==> config.mk <==
export PLATFORM = sky130hd
export DESIGN_NAME = fpm_dram_ctrl
export DESIGN_NICKNAME = d
export VERILOG_FILES = /design/src/rtl/fpm_pkg.sv /design/src/rtl/fpm_refresh_timer.sv /design/src/rtl/fpm_page_tracker.sv /design/src/rtl/fpm_cmd_seq.sv /design/src/rtl/fpm_dram_ctrl.sv
export SDC_FILE = /design/constraint.sdc
export NUM_CORES = 1
export LEC_CHECK = 0
export BUFFER_PORTS_ARGS = -buffer_cell sky130_fd_sc_hd__buf_2
export CAP_MARGIN = 20
export CORE_MARGIN = 5
export CORE_UTILIZATION = 35
export DETAILED_ROUTE_END_ITERATION = 12
export PLACE_DENSITY_LB_ADDON = 0.2
export SLEW_MARGIN = 40
export SYNTH_ARGS = -nofsm -noshare
export SYNTH_HDL_FRONTEND = slang
export SYNTH_SLANG_ARGS = --single-unit
==> constraint.sdc <==
create_clock -name clk -period 3.4 [get_ports clk]
set_input_delay 0.68 -clock clk [delete_from_list [all_inputs] [get_ports clk]]
set_output_delay 0.68 -clock clk [all_outputs]
set_load 0.02 [all_outputs]
==> src/rtl/fpm_pkg.sv <==
package fpm_pkg;

    typedef enum logic [2:0] {
        S_IDLE,
        S_PRE,
        S_ACT,
        S_CAS,
        S_RACT,
        S_RPRE
    } seq_st_e;

    typedef struct packed {
        logic ras;
        logic cas;
        logic we;
    } pin_cmd_t;

    // Counter load value for a phase of n cycles (n is at least one).
    function automatic int unsigned phase_load(int unsigned n);
        return (n < 1) ? 0 : n - 1;
    endfunction

endpackage

==> src/rtl/fpm_refresh_timer.sv <==
module fpm_refresh_timer #(
    parameter int REF_PERIOD = 200,
    parameter int NUM_ROWS   = 4,
    parameter int ROW_W      = 2
) (
    input  logic             clk,
    input  logic             rst,
    input  logic             ack,
    input  logic             done,
    output logic             pend,
    output logic [ROW_W-1:0] row
);
    localparam int REF_W = $clog2(REF_PERIOD + 1);

    logic [REF_W-1:0] tick;
    logic             wrap;

    assign wrap = (tick == REF_W'(REF_PERIOD - 1));

    always_ff @(posedge clk) begin
        if (rst) begin
            tick <= '0;
            pend <= 1'b0;
            row  <= '0;
        end else begin
            tick <= wrap ? '0 : tick + 1'b1;
            if (wrap)
                pend <= 1'b1;
            else if (ack)
                pend <= 1'b0;
            if (done)
                row <= (row == ROW_W'(NUM_ROWS - 1)) ? '0 : row + 1'b1;
        end
    end

    assert_row_wrap_R10: assert property (@(posedge clk) disable iff (rst)
        (done && row == ROW_W'(NUM_ROWS - 1)) |=> (row == '0));

endmodule

==> src/rtl/fpm_page_tracker.sv <==
module fpm_page_tracker #(
    parameter int ROW_W = 2
) (
    input  logic             clk,
    input  logic             rst,
    input  logic             set,
    input  logic             clr,
    input  logic [ROW_W-1:0] set_row,
    input  logic [ROW_W-1:0] req_row,
    output logic             open_vld,
    output logic             hit
);
    logic [ROW_W-1:0] open_row;

    always_ff @(posedge clk) begin
        if (rst) begin
            open_vld <= 1'b0;
            open_row <= '0;
        end else if (clr) begin
            open_vld <= 1'b0;
        end else if (set) begin
            open_vld <= 1'b1;
            open_row <= set_row;
        end
    end

    assign hit = open_vld && (req_row == open_row);

    assert_set_clr_excl_R4: assert property (@(posedge clk) disable iff (rst)
        !(set && clr));

endmodule

==> src/rtl/fpm_cmd_seq.sv <==
module fpm_cmd_seq
    import fpm_pkg::*;
#(
    parameter int ROW_W  = 2,
    parameter int COL_W  = 2,
    parameter int DATA_W = 8,
    parameter int ADDR_W = 2,
    parameter int T_RP   = 2,
    parameter int T_RCD  = 2,
    parameter int T_CAS  = 2
) (
    input  logic              clk,
    input  logic              rst,
    input  logic              req_valid,
    output logic              req_ready,
    input  logic              req_write,
    input  logic [ROW_W-1:0]  req_row,
    input  logic [COL_W-1:0]  req_col,
    input  logic [DATA_W-1:0] req_wdata,
    input  logic              hit,
    input  logic              ref_pend,
    input  logic [ROW_W-1:0]  ref_row,
    output logic              ref_ack,
    output logic              ref_done,
    output logic              trk_set,
    output logic              trk_clr,
    output logic [ROW_W-1:0]  trk_row,
    output pin_cmd_t          cmd,
    output logic [ADDR_W-1:0] addr,
    output logic [DATA_W-1:0] dq_out,
    input  logic [DATA_W-1:0] dq_in,
    output logic              rsp_valid,
    output logic [DATA_W-1:0] rsp_rdata
);
    localparam int CNT_W   = $clog2(T_RP + T_RCD + T_CAS + 1);
    localparam int L_RP    = phase_load(T_RP);
    localparam int L_RCD   = phase_load(T_RCD);
    localparam int L_CAS   = phase_load(T_CAS);
    localparam int L_REFON = phase_load(T_RCD + T_CAS);

    typedef struct packed {
        logic              we;
        logic [ROW_W-1:0]  row;
        logic [COL_W-1:0]  col;
        logic [DATA_W-1:0] data;
    } acc_t;

    seq_st_e    st;
    logic [CNT_W-1:0] cnt;
    logic       ras_q;
    logic       for_ref;
    acc_t       cur;
    logic       take;
    logic       last;

    assign req_ready = (st == S_IDLE) && !ref_pend;
    assign take      = req_ready && req_valid;
    assign last      = (cnt == '0);

    // Tracker control: open on activation for an access, close on precharge.
    assign trk_row  = (st == S_IDLE) ? req_row : cur.row;
    assign trk_set  = (take && !hit && !ras_q) || (st == S_PRE && last && !for_ref);
    assign trk_clr  = (st == S_IDLE) && ras_q && ((ref_pend) || (take && !hit));
    assign ref_ack  = ((st == S_IDLE) && ref_pend && !ras_q) || (st == S_PRE && last && for_ref);
    assign ref_done = (st == S_RACT) && last;

    always_ff @(posedge clk) begin
        if (rst) begin
            st        <= S_IDLE;
            cnt       <= '0;
            ras_q     <= 1'b0;
            for_ref   <= 1'b0;
            cur       <= '0;
            rsp_valid <= 1'b0;
            rsp_rdata <= '0;
        end else begin
            rsp_valid <= 1'b0;
            unique case (st)
                S_IDLE: begin
                    if (ref_pend) begin
                        if (ras_q) begin
                            st      <= S_PRE;
                            ras_q   <= 1'b0;
                            for_ref <= 1'b1;
                            cnt     <= CNT_W'(L_RP);
                        end else begin
                            st    <= S_RACT;
                            ras_q <= 1'b1;
                            cnt   <= CNT_W'(L_REFON);
                        end
                    end else if (req_valid) begin
                        cur <= '{we: req_write, row: req_row, col: req_col, data: req_wdata};
                        if (hit) begin
                            st  <= S_CAS;
                            cnt <= CNT_W'(L_CAS);
                        end else if (ras_q) begin
                            st      <= S_PRE;
                            ras_q   <= 1'b0;
                            for_ref <= 1'b0;
                            cnt     <= CNT_W'(L_RP);
                        end else begin
                            st    <= S_ACT;
                            ras_q <= 1'b1;
                            cnt   <= CNT_W'(L_RCD);
                        end
                    end
                end
                S_PRE: begin
                    if (!last) begin
                        cnt <= cnt - 1'b1;
                    end else if (for_ref) begin
                        st    <= S_RACT;
                        ras_q <= 1'b1;
                        cnt   <= CNT_W'(L_REFON);
                    end else begin
                        st    <= S_ACT;
                        ras_q <= 1'b1;
                        cnt   <= CNT_W'(L_RCD);
                    end
                end
                S_ACT: begin
                    if (!last) begin
                        cnt <= cnt - 1'b1;
                    end else begin
                        st  <= S_CAS;
                        cnt <= CNT_W'(L_CAS);
                    end
                end
                S_CAS: begin
                    if (!last) begin
                        cnt <= cnt - 1'b1;
                    end else begin
                        st <= S_IDLE;
                        if (!cur.we) begin
                            rsp_valid <= 1'b1;
                            rsp_rdata <= dq_in;
                        end
                    end
                end
                S_RACT: begin
                    if (!last) begin
                        cnt <= cnt - 1'b1;
                    end else begin
                        st    <= S_RPRE;
                        ras_q <= 1'b0;
                        cnt   <= CNT_W'(L_RP);
                    end
                end
                S_RPRE: begin
                    if (!last)
                        cnt <= cnt - 1'b1;
                    else
                        st <= S_IDLE;
                end
                default: st <= S_IDLE;
            endcase
        end
    end

    always_comb begin
        cmd.ras = ras_q;
        cmd.cas = (st == S_CAS);
        cmd.we  = (st == S_CAS) && cur.we;
        dq_out  = cur.data;
        if (st == S_CAS)
            addr = ADDR_W'(cur.col);
        else if (st == S_RACT)
            addr = ADDR_W'(ref_row);
        else
            addr = ADDR_W'(cur.row);
    end

    assert_cas_needs_ras_R12: assert property (@(posedge clk) disable iff (rst)
        (st == S_CAS) |-> ras_q);

    assert_hit_keeps_row_R3: assert property (@(posedge clk) disable iff (rst)
        (st == S_CAS && $past(st) == S_IDLE) |-> $past(ras_q));

    assert_rsp_single_R7: assert property (@(posedge clk) disable iff (rst)
        rsp_valid |=> !rsp_valid);

endmodule

==> src/rtl/fpm_dram_ctrl.sv <==
module fpm_dram_ctrl
    import fpm_pkg::*;
#(
    parameter int ROW_W      = 2,
    parameter int COL_W      = 2,
    parameter int DATA_W     = 8,
    parameter int NUM_ROWS   = 1 << ROW_W,
    parameter int T_RP       = 2,
    parameter int T_RCD      = 2,
    parameter int T_CAS      = 2,
    parameter int REF_PERIOD = 200,
    localparam int ADDR_W    = (ROW_W > COL_W) ? ROW_W : COL_W
) (
    input  logic              clk,
    input  logic              rst,
    input  logic              req_valid,
    output logic              req_ready,
    input  logic              req_write,
    input  logic [ROW_W-1:0]  req_row,
    input  logic [COL_W-1:0]  req_col,
    input  logic [DATA_W-1:0] req_wdata,
    output logic              rsp_valid,
    output logic [DATA_W-1:0] rsp_rdata,
    output logic              dram_ras,
    output logic              dram_cas,
    output logic              dram_we,
    output logic [ADDR_W-1:0] dram_addr,
    output logic [DATA_W-1:0] dram_dq_out,
    input  logic [DATA_W-1:0] dram_dq_in
);
    logic             ref_pend, ref_ack, ref_done;
    logic [ROW_W-1:0] ref_row;
    logic             trk_set, trk_clr, open_vld, hit;
    logic [ROW_W-1:0] trk_row;
    pin_cmd_t         cmd;

    fpm_refresh_timer #(
        .REF_PERIOD(REF_PERIOD), .NUM_ROWS(NUM_ROWS), .ROW_W(ROW_W)
    ) u_ref (
        .clk(clk), .rst(rst), .ack(ref_ack), .done(ref_done),
        .pend(ref_pend), .row(ref_row)
    );

    fpm_page_tracker #(.ROW_W(ROW_W)) u_page (
        .clk(clk), .rst(rst), .set(trk_set), .clr(trk_clr),
        .set_row(trk_row), .req_row(req_row),
        .open_vld(open_vld), .hit(hit)
    );

    fpm_cmd_seq #(
        .ROW_W(ROW_W), .COL_W(COL_W), .DATA_W(DATA_W), .ADDR_W(ADDR_W),
        .T_RP(T_RP), .T_RCD(T_RCD), .T_CAS(T_CAS)
    ) u_seq (
        .clk(clk), .rst(rst),
        .req_valid(req_valid), .req_ready(req_ready), .req_write(req_write),
        .req_row(req_row), .req_col(req_col), .req_wdata(req_wdata),
        .hit(hit), .ref_pend(ref_pend), .ref_row(ref_row),
        .ref_ack(ref_ack), .ref_done(ref_done),
        .trk_set(trk_set), .trk_clr(trk_clr), .trk_row(trk_row),
        .cmd(cmd), .addr(dram_addr), .dq_out(dram_dq_out), .dq_in(dram_dq_in),
        .rsp_valid(rsp_valid), .rsp_rdata(rsp_rdata)
    );

    assign dram_ras = cmd.ras;
    assign dram_cas = cmd.cas;
    assign dram_we  = cmd.we;

    assert_ready_not_busy_R2: assert property (@(posedge clk) disable iff (rst)
        req_ready |-> !dram_cas);

    assert_col_stable_R5: assert property (@(posedge clk) disable iff (rst)
        (dram_cas && $past(dram_cas)) |-> $stable(dram_addr));

    assert_hit_matches_open_R3: assert property (@(posedge clk) disable iff (rst)
        hit |-> (open_vld && dram_ras));

endmodule

* After elaboration in Yosys (flattened, before gate mapping)
Index checks and enable logic that the tools add are counted.
** Storage, ports and cells
- ROM bits :: 0
- Output and inout bits :: 23
- Input port bits :: 24
- Bits in registers :: 44
- Bits in latches :: 0
- Logic and storage cells :: 116
- Memories :: 0
- RAM bits :: 0
** Cells by class
- Muxes and demuxes :: 38
- Divide/modulo/power cells :: 0
- Shift-type cells :: 0
- Order comparisons :: 0
- Bitwise operators :: 5
- Reductions and logical operators :: 39
- $mul :: 0
- $add $sub $neg :: 3
- Equal/unequal tests :: 16
** Operators with widths (count)
- $mux 3 :: 14
- $pmux 3 s5 :: 1
- $logic_and 1x1->1 :: 14
- $mux 1 :: 14
- $mux 2 :: 7
- $pmux 3 s4 :: 1
- $reduce_and 5->1 :: 2
- $reduce_and 3->1 :: 3
- $add 8x1->8 const B :: 1
- $eq 8x8->1 const B :: 1
- $ne 2x1->1 const B :: 4
- $reduce_or 2->1 :: 4
- $eq 3x2->1 const B :: 2
- $eq 3x3->1 const B :: 2
- $logic_not 3->1 :: 2
- $ne 3x3->1 const B :: 2
- $not 1->1 :: 5
- $logic_not 1->1 :: 4
- $ne 2x2->1 const B :: 2
- $reduce_and 4->1 :: 1
- $reduce_bool 2->1 :: 2
- $reduce_bool 4->1 :: 1
- $eq 3x1->1 const B :: 1
- $logic_or 1x1->1 :: 3
- other kinds (8) :: 8

* Logic depth before layout (Yosys ltp)
Gate-level depths: netlist of run 1.
- Depth after elaboration :: 8
- Gate-level depth with buffers :: 8
- Depth with buffers taken out :: 7

* Modules after synthesis
A second synthesis of run 1 with hierarchy kept.
** Unflattened totals
- Cells, all modules :: 272
- Area total of the unflattened synthesis :: 2347.3 µm²
** Modules (own cells, without submodules)
- fpm_cmd_seq :: instances 1, area each 1741.7 µm², cells an instance 208
- fpm_refresh_timer :: instances 1, area each 471.7 µm², cells an instance 51
- fpm_page_tracker :: instances 1, area each 133.9 µm², cells an instance 13

* Worst setup path after synthesis of run 1
Ideal clock, no wire load.
- Path kind :: reg2out
- Start :: register u_seq.st[0]
- End :: output port dram_addr[0]
- Data arrival time :: 1.512 ns
- Stages on the path, launching flop included :: 5
- Path buffers :: 2
- Data required time :: 2.720 ns
- Setup slack :: 1.208 ns
- Cell sequence :: dfxtp_1 -> clkbuf_1 -> clkbuf_1 -> o21ai_0 -> a21oi_1
** Between the ends
- Longest elaborated chain between the ends :: 3
- Elaborated cells on any way between the ends :: 4
- Those cells by class :: 2 x eq/ne; 2 x mux
** RTL lines
- start, declared :: line fpm_cmd_seq.sv:48 : seq_st_e st;
- start signal, assigned :: line fpm_cmd_seq.sv:69 : st <= S_IDLE;
- start signal, assigned :: line fpm_cmd_seq.sv:82 : st <= S_PRE;
- start signal, assigned :: line fpm_cmd_seq.sv:87 : st <= S_RACT;
- $eq 3x3->1 :: line fpm_cmd_seq.sv:167 : else if (st == S_RACT)
- $mux 2 :: line fpm_cmd_seq.sv:167
- $mux 2 (*) :: line fpm_cmd_seq.sv:165 : if (st == S_CAS)
- end, declared :: line fpm_dram_ctrl.sv:27 : output logic [ADDR_W-1:0] dram_addr,
Every way passes the cells marked *; elsewhere a longest branch is shown, timed or not.

* Final worst setup path of run 1
- Start :: register u_seq.st[0]
- End :: output port dram_addr[1]
The elaborated chain is that of the path after synthesis.

==> flow_summary.ini, run 1 <==
[grt]
antenna_found_initial = 0
met3_usage_pct = 4.28
grt_max_degree = 42
grt_pass1_wl_um = 7880
top_usage_layer = met2
gr-usage-met2_pct = 19.4
grt_usage_pct = 12.8
met1_usage_pct = 16.9
grt_pass1_vias = 1710
grt_overflow = 0

[cts]
htreeDepth = 2
cts_tree = yes
cts_root_buffer = clkbuf_8
cts_buffer_depth = 2
ctsHoldBuffers = 0
clk_latency_ns = 0.29
post_cts_buffers = 0
cts_resized = 0
cts_buffers = 5
clkSlewWorstSetupHoldPaths_ns = 0.08
clock-sinks = 44

[floorplan]
fp.dieW_um = 88.2
die_h_um = 88.2
core_mm2 = 0.00592
ios = 47
fp.dieArea_mm2 = 0.00778
start_util_pct = 36.2
rows = 28

[route]
drtIter0Drc = 132
drc = 0
firstDrtPassIters = 4
drt-wirelength-per-cell_um = 12.7
vias = 1836
wirelength_um = 4700
viasPerCell = 4.98
drtAntennaViolNets = 0

[sta]
tightest_slew_ns = 0.798
max_slew_margin_pct = 46.8
final.period_utilization_pct = 78.7
max_freq_mhz = 374
hold_viol = 0
fin_worst_skew_ns = 0.00484
drv_slew = 0
setup_viol = 0
min_period_ns = 2.68
timing.setup.tns_ns = 0
rsz0062_at_grt = no

[setup_path]
ff2ff_setup_slack_ns = 1.06
cp-start-kind = flip-flop
cp.arrival_ns = 2.00
endpoint_kind = primary output
cp.required_ns = 2.72
crit_type = flip-flop to primary output
path_max_fanout = 25

[finish]
area_growth_pct = 14.2
final_cell_mix = 46 x buf_2, 44 x dfxtp_1, 37 x nor2_1, 36 x nand2_1, 27 x a21oi_1
multi_input_area_mm2 = 0.00111
ff_latch_area_um2 = 881
drive_above_1_share_pct = 20.7
final-instance-count-excl-fill = 369
n_antenna_cell = 0
layout_commonest_cell = buf_2
final_net_count = 321
final.fill_count = 621

[synthesis]
yosysWarnings = 0
synth_top_cell_by_area = dfxtp_1
synth.top_cell.area_share_pct = 41.1
ys_types = 44
yosysSeqAreaShare_pct = 41.1
synth.area.top_cells = dfxtp_1 41%, nor2_1 6.5%, a21oi_1 6.3%
netlist_area_mm2 = 0.00214
synthCells = 264
synth_seq_cells = 44
syn_nets = 292
syn_area_per_cell_um2 = 8.11

[pwr]
p_leak_nw = 1.06
vdd_drop_max_mv = 0.291
power.density_mw_per_mm2 = 805
total_power_mw = 1.97

[placement]
io_buffer_count = 46
gp_congestion = 0.815
place_inst = 361
dp_hpwl_um = 3310

[run]
max_cap_viol_count = 0

[min_path]
hold_path_class = flip-flop to flip-flop

[run_status]
outcome = completed
==> power by group <==
| group | internal [mW] | switching [mW] | total [mW] |
|---|---|---|---|
| combinational | 0.331 | 0.499 | 0.830 |
| sequential | 0.610 | 0.137 | 0.747 |
| clock | 0.218 | 0.174 | 0.392 |
==> per-layer routing <==
metal / vias up / wire length, µm
met3: 6 / 322
met5: - / 0
li1: 967 / -
met1: 813 / 2260
met4: 0 / 70
met2: 50 / 2040
==> Yosys cell counts <==
master,number
nand4_1,1
xor2_1,2
or2_1,1
a21bo_2,1
inv_1,5
a21oi_2,1
o31ai_4,1
a211oi_1,5
buf_4,9
a21oi_1,27
a311oi_1,1
nand2_1,36
and2_0,1
a31oi_1,2
xnor2_1,6
o22ai_1,4
nor4_2,1
a311o_1,1
o41ai_1,2
and2_1,3
o21ai_0,8
clkbuf_1,12
dfxtp_1,44
nand3_1,4
or4_1,2
and3_1,2
nor3_1,6
a32o_1,1
nor2b_1,2
nand3b_1,2
a221oi_1,1
mux2i_1,13
nand2b_1,3
o31ai_1,1
or2_2,2
o221a_2,1
clkbuf_2,1
nor2_1,37
nand2_2,1
o32ai_1,1
ha_1,4
nor4_1,3
buf_2,2
or3_1,1
==> worst max-delay path: stages (launching register included) <==
cell	delay, ns
dfxtp_1	0.85
nor2_1	0.22
a21oi_1	0.23
o22ai_1	0.11
a21oi_1	0.11
buf_2	0.18
==> metrics by stage <==
stage | utilization (%) | setup slack (ns) | cell area [µm²] | hold WS (ns)
floorplan | - | 1.21 | 2140 | 0.418
global placement | 39.5 | 1.11 | 2340 | 0.428
detailed placement | 39.5 | 1.09 | 2340 | 0.442
CTS | 41.3 | 0.756 | 2450 | 0.456
global route | 41.3 | 0.524 | 2450 | 0.481
finish | 41.3 | 0.725 | 2450 | 0.451
==> final timing paths <==
check,start,to,depth (start not counted)
worst max-delay path,u_seq.st[0],dram_addr[1],5
worst min-delay path,u_seq.dq_out[4],u_seq.dq_out[4],2
worst max register to register,u_seq.st[1],u_seq.cnt[2],5
worst min register to register,u_seq.dq_out[4],u_seq.dq_out[4],2
==> registers in the layout, indices dropped and copies added (netlist names), 2 cells and up <==
| name | cells |
|---|---|
| u_seq.rsp_rdata | 8 |
| u_ref.tick | 8 |
| u_seq.st | 3 |
| u_ref.row | 2 |
| u_page.open_row | 2 |
| u_seq.dq_out | 8 |
| u_seq.cur | 5 |
| u_seq.cnt | 3 |
==> final cells by class <==
class                      count  area share (%)
clock buffer                   6            2.97
clock inverter                 2            1.43
inverter                       5           0.767
multi-input combinational    191            45.6
sequential                    44            36.0
tap                           75            3.84
timing repair buffer          46            9.41
==> cell families after synthesis <==
logic type / share of synthesized area [%]
AND/OR/NAND/NOR: 23.0
adder cells (fa/ha/maj): 2.34
multiplexers: 6.07
AO/OA/AOI/OAI: 17.4
flip-flops: 41.1
buffers and inverters: 6.83
XOR/XNOR: 3.27
Note: power is estimated with default switching activity, not from simulation.
==> inputs of run 2 (changes only) <==
Settings changed: ABC_AREA set to 1.
Clock period 3.4 ns to 2.78 ns, I/O delays scaled along.
==> run 2 against run 1 <==
Against the previous run: sequential power is 13% higher; synthesized cell count increased by 23%; via count up 10%; critical path type unchanged; highest routed layer unchanged.
==> flow_summary.ini, run 2 <==
[setup_path]
endpoint_kind = primary output
cp.arrival_ns = 1.57
cp-start-kind = flip-flop
rr_startpoint = u_seq.cnt[0]
crit_type = flip-flop to primary output
cp.required_ns = 2.22
crit_start = u_seq.st[0]
path_max_fanout = 7

[synthesis]
synth_top_cell_by_area = dfxtp_1
synth_edf_count = 0
syn_nets = 352
synth_flop_cell = dfxtp_1
synthCells = 324
yosysMostFrequentCell = nor2_1
synth.top_cell.area_share_pct = 40.4
ys_top_cells_by_count = 72 x nor2_1, 59 x nand2_1, 44 x dfxtp_1
ys_types = 28
synth_seq_cells = 44
synth.area.top_cells = dfxtp_1 40%, nor2_1 12%, nand2_1 10%
yosysSeqAreaShare_pct = 40.4
netlist_area_mm2 = 0.00218
syn_area_per_cell_um2 = 6.73
synthArstFlopShare_pct = 0
yosysWarnings = 0

[floorplan]
start_util_pct = 36.4
fp.dieArea_mm2 = 0.00791
die_h_um = 89.0
core_mm2 = 0.00599
fp.dieW_um = 89.0
ios = 47
rows = 28

[pwr]
p_seq_share_pct = 37.0
switching_share_pct = 42.0
internal_power_mw = 1.32
pwr-share-clk_pct = 22.5
vdd_drop_max_mv = 0.454
power.density_mw_per_mm2 = 895
switchingPower_mw = 0.956
comb_power_share_pct = 40.5
p_leak_nw = 1.25

[sta]
rsz0062_at_grt = no
setup_viol = 0
max_freq_mhz = 470
final.period_utilization_pct = 76.5
tightest_slew_ns = 0.525
hold_viol = 0
holdWs_ns = 0.463
max_slew_margin_pct = 64.7
min_period_ns = 2.13
fin_worst_skew_ns = 0.00752
timing.setup.tns_ns = 0
drv_slew = 0

[run_status]
outcome = completed

[placement]
dp_hpwl_um = 3800
placed_cell_area_mm2 = 0.00243
io_buffer_count = 46
gp_congestion = 0.806
place_inst = 432

[cts]
cts_buffer_depth = 2
clkSlewWorstSetupHoldPaths_ns = 0.09
post_cts_buffers = 0
cts_tree = yes
clk_latency_ns = 0.30
cts_buffers = 5
cts_resized = 0
ctsHoldBuffers = 0
cts_root_buffer = clkbuf_8
clock-sinks = 44
htreeDepth = 2

[grt]
grt_overflow = 0
grt_max_degree = 21
grt_pass1_vias = 1939
grt_usage_pct = 13.7
grt_pass1_wl_um = 8490
antenna_found_initial = 0

[run]
max_cap_viol_count = 0

[finish]
layout_commonest_cell = nor2_1
n_antenna_cell = 0
fin_area_mm2 = 0.00254
final_cell_mix = 72 x nor2_1, 59 x nand2_1, 46 x buf_2, 44 x dfxtp_1, 33 x inv_1
area_growth_pct = 16.5
drive_above_1_share_pct = 19.5
final_net_count = 392
final-instance-count-excl-fill = 440

[min_path]
min_from = req_col[1]
hold_path_class = input port to flip-flop

[route]
drtAntennaViolNets = 0
drt-wirelength-per-cell_um = 11.5
drc = 0
drtIter0Drc = 94
firstDrtPassIters = 4
viasPerCell = 4.59
wirelength_um = 5050
vias = 2019
run 2: changes by cell type after synthesis, moves of 13 or more:
cell	before	now
nand2_1	36	59
mux2i_1	13	0
nand3_1	4	21
inv_1	5	33
o21ai_1	0	27
nor2_1	37	72
run 2: power by group through the flow:
stage               clock network [mW]  logic (mW)  registers (mW)
finish                           0.512       0.921           0.842
global route                     0.548        1.06           0.857
CTS                              0.528       0.929           0.843
detailed placement                   0       0.926           0.856
global placement                     0       0.924           0.855
floorplan                            0       0.732           0.856
run 2: through the flow:
| step | setup WS (ns) | util [%] | power, mW |
|---|---|---|---|
| after global placement | 1.03 | 40.5 | 1.78 |
| after floorplan | 0.955 | - | 1.59 |
| final | 0.653 | 42.4 | 2.27 |
| after global routing | 0.457 | 42.4 | 2.46 |
| after CTS | 0.659 | 42.4 | 2.30 |
| after detailed placement | 1.00 | 40.5 | 1.78 |
run 2: worst max-delay path: stages, from the launching register on:
cell and delay, ns:
dfxtp_1 0.39, nor2_2 0.18, nand2_1 0.19, inv_1 0.12, nor2_1 0.04, o21ai_0 0.14, buf_2 0.20
run 2: cells by family after synthesis:
logic type      synth area share (%)
flops                           40.4
fa+ha+maj                       2.29
buf+inv                         10.7
compound gates                  12.7
simple gates                    33.9
run 2: worst paths after layout:
check,slack (ns),to,cells past startpoint
setup reg to reg,1.11,u_seq.rsp_rdata[5],7
hold / removal,0.46,u_seq.cur[9],3
hold reg to reg,0.47,u_ref.tick[0],1
setup / recovery,0.65,dram_addr[0],6
run 2: cell type report:
class | count | area, µm²
flip-flops and latches | 44 | 881
inverters | 39 | 146
repair buffers | 47 | 238
fillers | 622 | 3450
multi-input cells | 227 | 1070
clock inverters | 3 | 46.3
well taps | 75 | 93.8
clock buffers | 5 | 68.8
run 2: per-layer routing:
| metal | part of all wire (%) | GRT usage, % | up-vias |
|---|---|---|---|
| met5 | 0 | 0 | - |
| met4 | 1.7 | 5.68 | 0 |
| met3 | 6.0 | 4.24 | 9 |
| met2 | 46 | 22.5 | 40 |
| met1 | 46 | 16.7 | 867 |
| li1 | - | - | 1103 |
==> inputs of run 3 (changes only) <==
Clock period 2.78 ns to 2.2 ns, I/O delays scaled along.
==> run 3 against run 2 <==
Against the previous run: sequential share of layout area shrank 0.085 points; hold slack got worse by 0.11 ns; first-iteration DRC count is 35% higher; critical path type unchanged; critical endpoint unchanged; largest cell class unchanged.
==> flow_summary.ini, run 3 (synthesized netlist as in run 2, its figures left out) <==
[placement]
dp_slack_ns = 0.503
io_buffer_count = 46
gp_congestion = 0.839
dp_hpwl_um = 3730
place_inst = 432

[sta]
hold_viol = 0
tightest_slew_ns = 0.526
fin_ws_ns = 0.211
final.period_utilization_pct = 90.4
drv_slew = 0
timing.setup.tns_ns = 0
rsz0062_at_grt = no
setup_viol = 0
max_slew_margin_pct = 64.7
fin_worst_skew_ns = 0.00864
max_freq_mhz = 503
min_period_ns = 1.99

[cts]
cts_buffers = 5
cts_buffer_depth = 2
cts_root_buffer = clkbuf_8
cts_tree = yes
clkSlewWorstSetupHoldPaths_ns = 0.09
clk_latency_ns = 0.30
ctsHoldBuffers = 0
cts_resized = 0
htreeDepth = 2
post_cts_buffers = 0
clock-sinks = 44

[run_status]
outcome = completed

[floorplan]
core_mm2 = 0.00599
start_util_pct = 36.4
fp.dieW_um = 89.0
die_h_um = 89.0
rows = 28
ios = 47
fp.dieArea_mm2 = 0.00791

[setup_path]
crit_path_cell_trace = nor2_2, nand2_1, inv_1, nor2_1, o21ai_0, buf_2
cp.arrival_ns = 1.55
path_max_fanout = 7
crit_type = flip-flop to primary output
cp-start-kind = flip-flop
crit_path_max_incr_delay_ns = 0.39
cpMaxStageDelayCell = dfxtp_1
cp_top_family = simple AND/OR/NAND/NOR gates
endpoint_kind = primary output
cp.required_ns = 1.76
crit_buf_inv = 2

[grt]
grt_pass1_wl_um = 8340
grt_overflow = 0
grt_max_degree = 21
antenna_found_initial = 0
grt_pass1_vias = 1824
grt_usage_pct = 13.3

[finish]
drive_above_1_share_pct = 19.5
n_antenna_cell = 0
area_growth_pct = 16.7
final_net_count = 392
final_cell_mix = 72 x nor2_1, 59 x nand2_1, 46 x buf_2, 44 x dfxtp_1, 33 x inv_1
final-instance-count-excl-fill = 440
layout_commonest_cell = nor2_1

[pwr]
p_leak_nw = 1.26
power.density_mw_per_mm2 = 1130
vdd_drop_max_mv = 0.536
total_power_mw = 2.88

[route]
vias = 2009
drt-wirelength-per-cell_um = 11.3
drc = 0
firstDrtPassIters = 4
viasPerCell = 4.57
wirelength_um = 4970
drtIter0Drc = 127
drtAntennaViolNets = 0

[min_path]
hold_path_class = input port to flip-flop

[run]
max_cap_viol_count = 0
## run 3: path summary, 6_finish.rpt
kind | start | to | slack, ns | cells past startpoint
worst min-delay path | req_col[0] | u_seq.cur[8] | 0.35 | 3
worst max-delay path | u_seq.st[0] | dram_addr[0] | 0.21 | 6
worst max register to register | u_seq.cnt[0] | u_seq.rsp_rdata[7] | 0.53 | 7
worst min register to register | u_ref.tick[3] | u_ref.tick[3] | 0.47 | 2
## run 3: worst min-delay path, stage by stage
cell    delay (ns)
buf_2         0.07
nor2_1        0.03
nor2_1        0.08
## run 3: per-stage QoR
stage,hold WS [ns],area [µm²],utilization (%)
floorplan,0.430,2180,-
global placement,0.451,2430,40.5
detailed placement,0.458,2430,40.5
CTS,0.350,2550,42.5
global route,0.359,2550,42.5
finish,0.355,2550,42.5
## run 3: layer usage
layer	track usage, %	up-vias	wire length, µm
met4	4.47	0	61
met3	4.06	6	272
met1	17.7	870	2350
met5	0	-	0
li1	-	1098	-
met2	20.6	35	2290
## run 3: cell type report
| cell class | count | area, µm² |
|---|---|---|
| fillers | 610 | 3440 |
| multi-input cells | 227 | 1070 |
| flip-flops and latches | 44 | 881 |
| repair buffers | 47 | 238 |
| inverters | 39 | 146 |
| well taps | 75 | 93.8 |
| clock buffers | 6 | 82.6 |
| clock inverters | 2 | 38.8 |
## run 3: power by group
group          switching, mW  internal, mW  total, mW
clock                  0.283         0.371      0.654
combinational          0.784         0.377       1.16
sequential             0.116         0.948       1.06
